<file path="config.mk">
export PLATFORM = sky130hd
export DESIGN_NAME = intr_dispatch
export DESIGN_NICKNAME = d
export VERILOG_FILES = /design/src/rtl/intr_pkg.sv /design/src/rtl/intr_vec_chan.sv /design/src/rtl/intr_datapath.sv /design/src/rtl/intr_ctrl.sv /design/src/rtl/intr_dispatch.sv
export SDC_FILE = /design/constraint.sdc
export NUM_CORES = 1
export LEC_CHECK = 0
export ABC_CLOCK_PERIOD_IN_PS = 2550
export BUFFER_PORTS_ARGS = -buffer_cell sky130_fd_sc_hd__buf_4
export CAP_MARGIN = 25
export CORE_UTILIZATION = 49
export CTS_CLUSTER_SIZE = 10
export DETAILED_ROUTE_END_ITERATION = 6
export PLACE_DENSITY = 0.78
export REMOVE_ABC_BUFFERS = 1
export SKIP_CTS_REPAIR_TIMING = 1
export SYNTH_ARGS = -nofsm -noshare
export SYNTH_HDL_FRONTEND = slang
export SYNTH_SLANG_ARGS = --single-unit
</file>
<file path="constraint.sdc">
create_clock -name clk -period 2.55 [get_ports clk]
set_input_delay 0.1275 -clock clk [delete_from_list [all_inputs] [get_ports clk]]
set_output_delay 0.1275 -clock clk [all_outputs]
set_load 0.01 [all_outputs]
</file>
<file path="src/rtl/intr_pkg.sv">
package intr_pkg;

  typedef enum logic [1:0] {
    KIND_LEGACY = 2'd0,
    KIND_MSI    = 2'd1,
    KIND_MSIX   = 2'd2,
    KIND_RSVD   = 2'd3
  } irqKind_e;

  typedef enum logic [1:0] {
    ST_IDLE,
    ST_LEG,
    ST_MSI,
    ST_MSIX
  } ctrlState_e;

  // strobes from control to datapath
  typedef struct packed {
    logic setLeg;
    logic clrLeg;
    logic setMsi;
    logic clrMsi;
    logic setMsix;
    logic clrMsix;
    logic pulseDone;
    logic pulseErr;
    logic pulseBusy;
  } ctrlStrobe_t;

endpackage

</file>
<file path="src/rtl/intr_vec_chan.sv">
module intr_vec_chan #(
  parameter int NUM_W = 12,
  parameter int VW    = 5
) (
  input  logic             clk,
  input  logic             rstN,
  input  logic             setReq,
  input  logic             clrReq,
  input  logic [NUM_W-1:0] num,
  output logic             valid,
  output logic [VW-1:0]    vector
);

  logic [NUM_W-1:0] zeroBased;
  assign zeroBased = num - NUM_W'(1);

  always_ff @(posedge clk or negedge rstN) begin
    if (!rstN) begin
      valid  <= 1'b0;
      vector <= '0;
    end else if (setReq) begin
      valid  <= 1'b1;
      vector <= zeroBased[VW-1:0];
    end else if (clrReq) begin
      valid  <= 1'b0;
    end
  end

endmodule

</file>
<file path="src/rtl/intr_datapath.sv">
module intr_datapath
  import intr_pkg::*;
#(
  parameter int NUM_W    = 12,
  parameter int MSI_MAX  = 32,
  parameter int MSIX_MAX = 2048,
  localparam int MSI_VW  = $clog2(MSI_MAX),
  localparam int MSIX_VW = $clog2(MSIX_MAX)
) (
  input  logic               clk,
  input  logic               rstN,
  input  logic [1:0]         reqKind,
  input  logic [NUM_W-1:0]   reqNum,
  input  ctrlStrobe_t        strobe,
  output logic               numLegal,
  output logic               reqDone,
  output logic               reqErr,
  output logic               reqBusy,
  output logic               legacyIrq,
  output logic               msiValid,
  output logic [MSI_VW-1:0]  msiVector,
  output logic               msixValid,
  output logic [MSIX_VW-1:0] msixVector
);

  localparam int NUM_CH = 2;

  logic               chSet [NUM_CH];
  logic               chClr [NUM_CH];
  logic               chValid [NUM_CH];
  logic [MSIX_VW-1:0] chVec [NUM_CH];

  // range check for the requested kind
  always_comb begin
    case (irqKind_e'(reqKind))
      KIND_LEGACY: numLegal = (reqNum == '0);
      KIND_MSI:    numLegal = (reqNum != '0) && (reqNum <= NUM_W'(MSI_MAX));
      KIND_MSIX:   numLegal = (reqNum != '0) && (reqNum <= NUM_W'(MSIX_MAX));
      default:     numLegal = 1'b0;
    endcase
  end

  assign chSet[0] = strobe.setMsi;
  assign chClr[0] = strobe.clrMsi;
  assign chSet[1] = strobe.setMsix;
  assign chClr[1] = strobe.clrMsix;

  for (genvar g = 0; g < NUM_CH; g++) begin : gChan
    localparam int CW = (g == 0) ? MSI_VW : MSIX_VW;
    logic [CW-1:0] vecOut;
    intr_vec_chan #(.NUM_W(NUM_W), .VW(CW)) uChan (
      .clk    (clk),
      .rstN   (rstN),
      .setReq (chSet[g]),
      .clrReq (chClr[g]),
      .num    (reqNum),
      .valid  (chValid[g]),
      .vector (vecOut)
    );
    assign chVec[g] = MSIX_VW'(vecOut);
  end

  assign msiValid   = chValid[0];
  assign msiVector  = chVec[0][MSI_VW-1:0];
  assign msixValid  = chValid[1];
  assign msixVector = chVec[1];

  always_ff @(posedge clk or negedge rstN) begin
    if (!rstN) begin
      legacyIrq <= 1'b0;
      reqDone   <= 1'b0;
      reqErr    <= 1'b0;
      reqBusy   <= 1'b0;
    end else begin
      if (strobe.setLeg)      legacyIrq <= 1'b1;
      else if (strobe.clrLeg) legacyIrq <= 1'b0;
      reqDone <= strobe.pulseDone;
      reqErr  <= strobe.pulseErr;
      reqBusy <= strobe.pulseBusy;
    end
  end

endmodule

</file>
<file path="src/rtl/intr_ctrl.sv">
module intr_ctrl
  import intr_pkg::*;
(
  input  logic        clk,
  input  logic        rstN,
  input  logic        reqValid,
  input  logic [1:0]  reqKind,
  input  logic        numLegal,
  input  logic        clrLegacy,
  input  logic        msiAck,
  input  logic        msixAck,
  output ctrlStrobe_t strobe
);

  ctrlState_e stateQ, stateNext;

  always_comb begin
    strobe    = '0;
    stateNext = stateQ;
    case (stateQ)
      ST_IDLE: begin
        if (reqValid) begin
          if (!numLegal) begin
            strobe.pulseErr = 1'b1;
          end else begin
            case (irqKind_e'(reqKind))
              KIND_LEGACY: begin
                strobe.setLeg    = 1'b1;
                strobe.pulseDone = 1'b1;
                stateNext        = ST_LEG;
              end
              KIND_MSI: begin
                strobe.setMsi = 1'b1;
                stateNext     = ST_MSI;
              end
              KIND_MSIX: begin
                strobe.setMsix = 1'b1;
                stateNext      = ST_MSIX;
              end
              default: strobe.pulseErr = 1'b1;
            endcase
          end
        end
      end
      ST_LEG: begin
        if (clrLegacy) begin
          strobe.clrLeg = 1'b1;
          stateNext     = ST_IDLE;
        end
      end
      ST_MSI: begin
        if (msiAck) begin
          strobe.clrMsi    = 1'b1;
          strobe.pulseDone = 1'b1;
          stateNext        = ST_IDLE;
        end
      end
      ST_MSIX: begin
        if (msixAck) begin
          strobe.clrMsix   = 1'b1;
          strobe.pulseDone = 1'b1;
          stateNext        = ST_IDLE;
        end
      end
      default: stateNext = ST_IDLE;
    endcase
    if (stateQ != ST_IDLE && reqValid) strobe.pulseBusy = 1'b1;
  end

  always_ff @(posedge clk or negedge rstN) begin
    if (!rstN) stateQ <= ST_IDLE;
    else       stateQ <= stateNext;
  end

endmodule

</file>
<file path="src/rtl/intr_dispatch.sv">
module intr_dispatch
  import intr_pkg::*;
#(
  parameter int NUM_W    = 12,
  parameter int MSI_MAX  = 32,
  parameter int MSIX_MAX = 2048,
  localparam int MSI_VW  = $clog2(MSI_MAX),
  localparam int MSIX_VW = $clog2(MSIX_MAX)
) (
  input  logic               clk,
  input  logic               rstN,
  input  logic               reqValid,
  input  logic [1:0]         reqKind,
  input  logic [NUM_W-1:0]   reqNum,
  output logic               reqDone,
  output logic               reqErr,
  output logic               reqBusy,
  input  logic               clrLegacy,
  output logic               legacyIrq,
  output logic               msiValid,
  output logic [MSI_VW-1:0]  msiVector,
  input  logic               msiAck,
  output logic               msixValid,
  output logic [MSIX_VW-1:0] msixVector,
  input  logic               msixAck
);

  ctrlStrobe_t strobe;
  logic        numLegal;

  intr_ctrl uCtrl (
    .clk       (clk),
    .rstN      (rstN),
    .reqValid  (reqValid),
    .reqKind   (reqKind),
    .numLegal  (numLegal),
    .clrLegacy (clrLegacy),
    .msiAck    (msiAck),
    .msixAck   (msixAck),
    .strobe    (strobe)
  );

  intr_datapath #(.NUM_W(NUM_W), .MSI_MAX(MSI_MAX), .MSIX_MAX(MSIX_MAX)) uData (
    .clk        (clk),
    .rstN       (rstN),
    .reqKind    (reqKind),
    .reqNum     (reqNum),
    .strobe     (strobe),
    .numLegal   (numLegal),
    .reqDone    (reqDone),
    .reqErr     (reqErr),
    .reqBusy    (reqBusy),
    .legacyIrq  (legacyIrq),
    .msiValid   (msiValid),
    .msiVector  (msiVector),
    .msixValid  (msixValid),
    .msixVector (msixVector)
  );

endmodule

</file>
# == After elaboration in Yosys (flattened, before gate mapping) ==
# Cells that the tools add are included.
# classes
addsub,1
magnitude_cmp,2
eq_ne,11
n_mux,38
n_reduce_logical,13
# op_table
operator,count
1-bit 2-to-1 mux,27
2-bit 2-to-1 mux,7
12-bit less-or-equal comparator (second input constant),1
12-bit by 6-bit less-or-equal comparator with 1-bit output (second input constant),1
12-bit zero test,1
12-bit nonzero test,1
11-bit by 1-bit subtractor with 11-bit output (second input constant),1
2-bit != test (second input constant),4
2-bit case mux with 4 select lines,1
2-bit nonzero test,4
2-bit == test (second input constant),3
1-bit case mux with 3 select lines,2
2-bit case mux with 3 select lines,1
6-bit AND reduction,1
2-bit by 1-bit == test with 1-bit output (second input constant),2
2-bit zero test,2
4-bit != test (second input constant),1
1-bit logical AND,3
3-bit OR reduction,1
2-bit by 1-bit != test with 1-bit output (second input constant),1
# word_totals
reg_bits,24
in_bits,20
out_inout_bits,22
word_cells,74

# == Logic depth before layout (Yosys ltp) ==
# depth
depth_word,7
mapped_depth,8

# == Hierarchy ==
# From an unflattened synthesis, not the netlist that was laid out.
# hier_totals
cells_unflattened,145
hier_area_um2,1448.9
# modules_own_cells
module,instances,cells_per_inst,area_each_um2
intr_vec_chan at uData.gChan[1].uChan,1,64,611.8
intr_vec_chan at uData.gChan[0].uChan,1,26,286.5
intr_datapath,1,29,282.8
intr_ctrl,1,26,267.8

# == Least setup slack after synthesis ==
# OpenSTA, ideal clock, no wires.
# synth_timing
kind,in2reg
from,input reqNum[0]
to,register uData.gChan[1].uChan.vector[0]
setup_ps,125
arrival_time_ps,2122
slack_ps,303
cell_stages,8
cell_sequence,inv_1 > ha_1 > or4b_1 > a2111oi_0 > nor3_1 > nor3_2 > buf_6 > mux2_2
# synth_between
elab_chain_len,6
elab_cells_between_ends,11
cone_classes,add/sub (1); order compare (2); mux (4); reduce/logical (4)
# synth_lines
element,line,rtl
from (decl),intr_dispatch.sv:14,"input logic [NUM_W-1:0] reqNum,"
"12-bit less-or-equal comparator, or another cell as far along",intr_datapath.sv:38,KIND_MSIX: numLegal = (reqNum != '0) && (reqNum <= NUM_W'(MSIX_MAX));
"1-bit logical AND, on equally long branches","intr_datapath.sv:38, intr_datapath.sv:37",
1-bit case mux with 3 select lines,intr_datapath.sv:35,case (irqKind_e'(reqKind))
1-bit 2-to-1 mux,intr_ctrl.sv:23,if (!numLegal) begin
1-bit 2-to-1 mux,intr_ctrl.sv:22,if (reqValid) begin
1-bit 2-to-1 mux,intr_ctrl.sv:20,case (stateQ)
to (signal assigned),intr_vec_chan.sv:23,vector <= zeroBased[VW-1:0];
to (decl),intr_vec_chan.sv:11,output logic [VW-1:0] vector
# Several ways; a longest one is shown, not always the timed one.
# A chain may end at the register's enable or synchronous reset.

# == Worst setup path in the final report ==
# layout_timing
from,input reqNum[1]
to,register uData.gChan[1].uChan.vector[5]
# Same word-level chain as after synthesis.

==> impl_metrics.env <==
export IMPL_h_tree_depth=1
export IMPL_setup_violations=0
export IMPL_slowest_stage="nor3_4"
export IMPL_wl_met1_microns=1211
export IMPL_dieHeight_microns=53.34
export IMPL_antenna_found_initial=0
export IMPL_async_flop_share_pct=100.0
export IMPL_dp_cells=196
export IMPL_rsz0062_at_grt="no"
export IMPL_path_clk_slew_ns=0.13
export IMPL_cts_buffer_depth=2
export IMPL_vdd_drop_max_v=0.0003650
export IMPL_tritoncts="done"
export IMPL_worst_path_max_fanout=12
export IMPL_totalWireLength_microns=2954
export IMPL_dr_pass1_iters=4
export IMPL_avgSynthCellArea_sq_um=11.04
export IMPL_grt_usage_pct=23.44
export IMPL_drc=0
export IMPL_fmax_mhz=413.7
export IMPL_final_cell_mix="51 x buf_4, 24 x dfrtp_1, 14 x mux2_2"
export IMPL_ys_seq_area_share_pct=46.51
export IMPL_io_pins=42
export IMPL_max_stage_delay_ns=0.53
export IMPL_regArea_sq_um=600.6
export IMPL_drv_cap=0
export IMPL_wl_per_cell_microns=14.62
export IMPL_worstMarginPinSlew_ns=0.6057
export IMPL_status="complete, no violations"
export IMPL_io_buffer_count=41
export IMPL_crit_chain="buf_4 > inv_1 > ha_1 > or4b_1 > nor4b_1 > mux2i_1 > nor3_4 > mux2_2"
export IMPL_synth_seq_cells=24
export IMPL_min_path_type="input port to flop"
export IMPL_drtAntennaViolNets=0
export IMPL_layout_drive_gt1_share_pct=43.02
export IMPL_die_w_microns=53.34
export IMPL_ys_warn_count=0
export IMPL_final_nets=199
export IMPL_core_area_sq_um=2477
export IMPL_critPathLaunchType="input port"
export IMPL_root_buffer="clkbuf_4"
export IMPL_dr_max_layer_used="met4"
export IMPL_fillerInstances=201
export IMPL_crit_required_ns=2.75
export IMPL_cts_sinks=24
export IMPL_fin_crit_sh_pct=94.80
export IMPL_num_vias=1064
export IMPL_cp_arrival_ns=2.62
export IMPL_wl_met3_microns=117
export IMPL_overflow=0
export IMPL_wl_met2_microns=1602
export IMPL_grt_pass1_vias=1013
export IMPL_multiInputGateArea_sq_um=655.6
export IMPL_synth_edf_count=0
export IMPL_grt_max_degree=25
export IMPL_slew_viol_final=0
export IMPL_post_drt_via_cell_ratio=5.267
export IMPL_grt_pass1_wl_microns=4705
export IMPL_gp_congestion=0.7919
export IMPL_setup_tns_ns=0
export IMPL_timing_slew_headroom_pct=59.49
export IMPL_core_rowCount=18
export IMPL_path_class="input port to flop"
export IMPL_cts_buffers_inserted=3
export IMPL_hold_ws_ns=0.1196
export IMPL_drtIter0Drc=14
export IMPL_period_minus_slack_ns=2.417
export IMPL_power_density_nw_per_um2=510.3
export IMPL_yosysUniqueCellTypes=35
export IMPL_clk_insertion_delay_late_ns=0.31
export IMPL_insertedDiodeCount=0
export IMPL_die_area_sq_um=2845
export IMPL_area_delta_synth_final_pct=36.24
export IMPL_finalNonFillerCells=202
export IMPL_finalPower_uw=897.6
export IMPL_endpoint_kind="flop"
export IMPL_p_leak_nw=0.8961
export IMPL_layout_commonest_cell="buf_4"
export IMPL_dpl_hpwl_microns=2286
export IMPL_synthFlopType="dfrtp_1"
export IMPL_syn_inst=117
export IMPL_start_util_pct=52.12
export IMPL_fin_skew_ns=0.009488
export IMPL_hold_viol=0
export IMPL_synth_area_sq_um=1291
-- layout make-up --
type                       count  area share, %
clock buffer                   4          2.063
inverter                       7          1.494
multi-input combinational     84          37.27
timing repair buffer          53          22.90
sequential                    24          34.14
tap                           30          2.134
-- registers in the layout, indices dropped and copies added, names as in the netlist --
name and count:
uData.gChan.uChan.vector 16, uData.reqDone 1, uData.reqBusy 1, uData.reqErr 1
uData.legacyIrq 1, uData.gChan.uChan.valid 2, uCtrl.stateQ 2
-- worst max-delay path: cells and delay by family --
family,cells,cell delay (ns)
AND/OR/NAND/NOR,3,1.47
adder cells (fa/ha/maj),1,0.14
multiplexers,2,0.69
buffers and inverters,2,0.19
-- report_power, final --
group	switching, mW	total (mW)	leakage [nW]	internal (mW)
logic	0.105	0.241	0.562	0.136
registers	0.0257	0.454	0.314	0.428
clock network	0.116	0.203	0.0210	0.0871
total	0.247	0.898	0.896	0.651
-- path summary, 6_finish.rpt --
path | start | to | slack [ns] | cells past startpoint
setup reg to reg | uCtrl.stateQ[1] | uData.gChan[1].uChan.vector[5] | 0.52 | 4
hold / removal | clrLegacy | uCtrl.stateQ[0] | 0.12 | 4
setup / recovery | reqNum[1] | uData.gChan[1].uChan.vector[5] | 0.13 | 8
min in group asynchronous | rstN | uData.gChan[1].uChan.vector[9] | 0.24 | 2
hold reg to reg | uData.gChan[0].uChan.valid | uData.gChan[0].uChan.valid | 0.50 | 1
max in group asynchronous | rstN | uData.gChan[1].uChan.vector[10] | 2.07 | 2
-- layer usage --
metal	vias up	GRT usage, %
met5	-	0
met4	0	5.263
met3	4	3.448
met2	35	43.96
met1	506	27.39
li1	519	-
-- cell usage after synthesis, types with 2 or more instances --
cell / number / share of area (%)
dfrtp_1: 24 / 47
mux2_2: 14 / 12
nand2_1: 12 / 3.5
inv_1: 7 / 2.0
nor2_1: 7 / 2.0
ha_1: 6 / 5.8
o21ai_0: 5 / 1.9
mux2i_1: 4 / 3.1
nor2b_1: 4 / 1.9
xnor2_1: 4 / 2.7
xor2_1: 3 / 2.0
a21o_1: 2 / 1.2
nand2b_1: 2 / 0.97
or4_1: 2 / 1.2
-- through the flow --
stage,setup WS [ns],utilization [%],instance area [sq um]
after global placement,-0.2178,68.48,1697
after CTS,-0.1968,69.95,1733
after detailed placement,-0.4786,68.48,1697
after floorplan,0.08192,-,1276
final,0.1326,71.01,1759
after global routing,0.01225,71.01,1759
-- cells by family (layout without fill, tap and decap cells) --
| logic type | after synthesis | in the layout | synth area share [%] |
|---|---|---|---|
| AND/OR/NAND/NOR | 40 | 40 | 17.93 |
| flip-flops | 24 | 24 | 46.51 |
| multiplexers | 18 | 18 | 15.31 |
| AO/OA/AOI/OAI | 13 | 13 | 6.492 |
| buffers and inverters | 9 | 64 | 3.198 |
| XOR/XNOR | 7 | 7 | 4.748 |
| adder cells (fa/ha/maj) | 6 | 6 | 5.814 |
(Power assumes the default switching activity.)
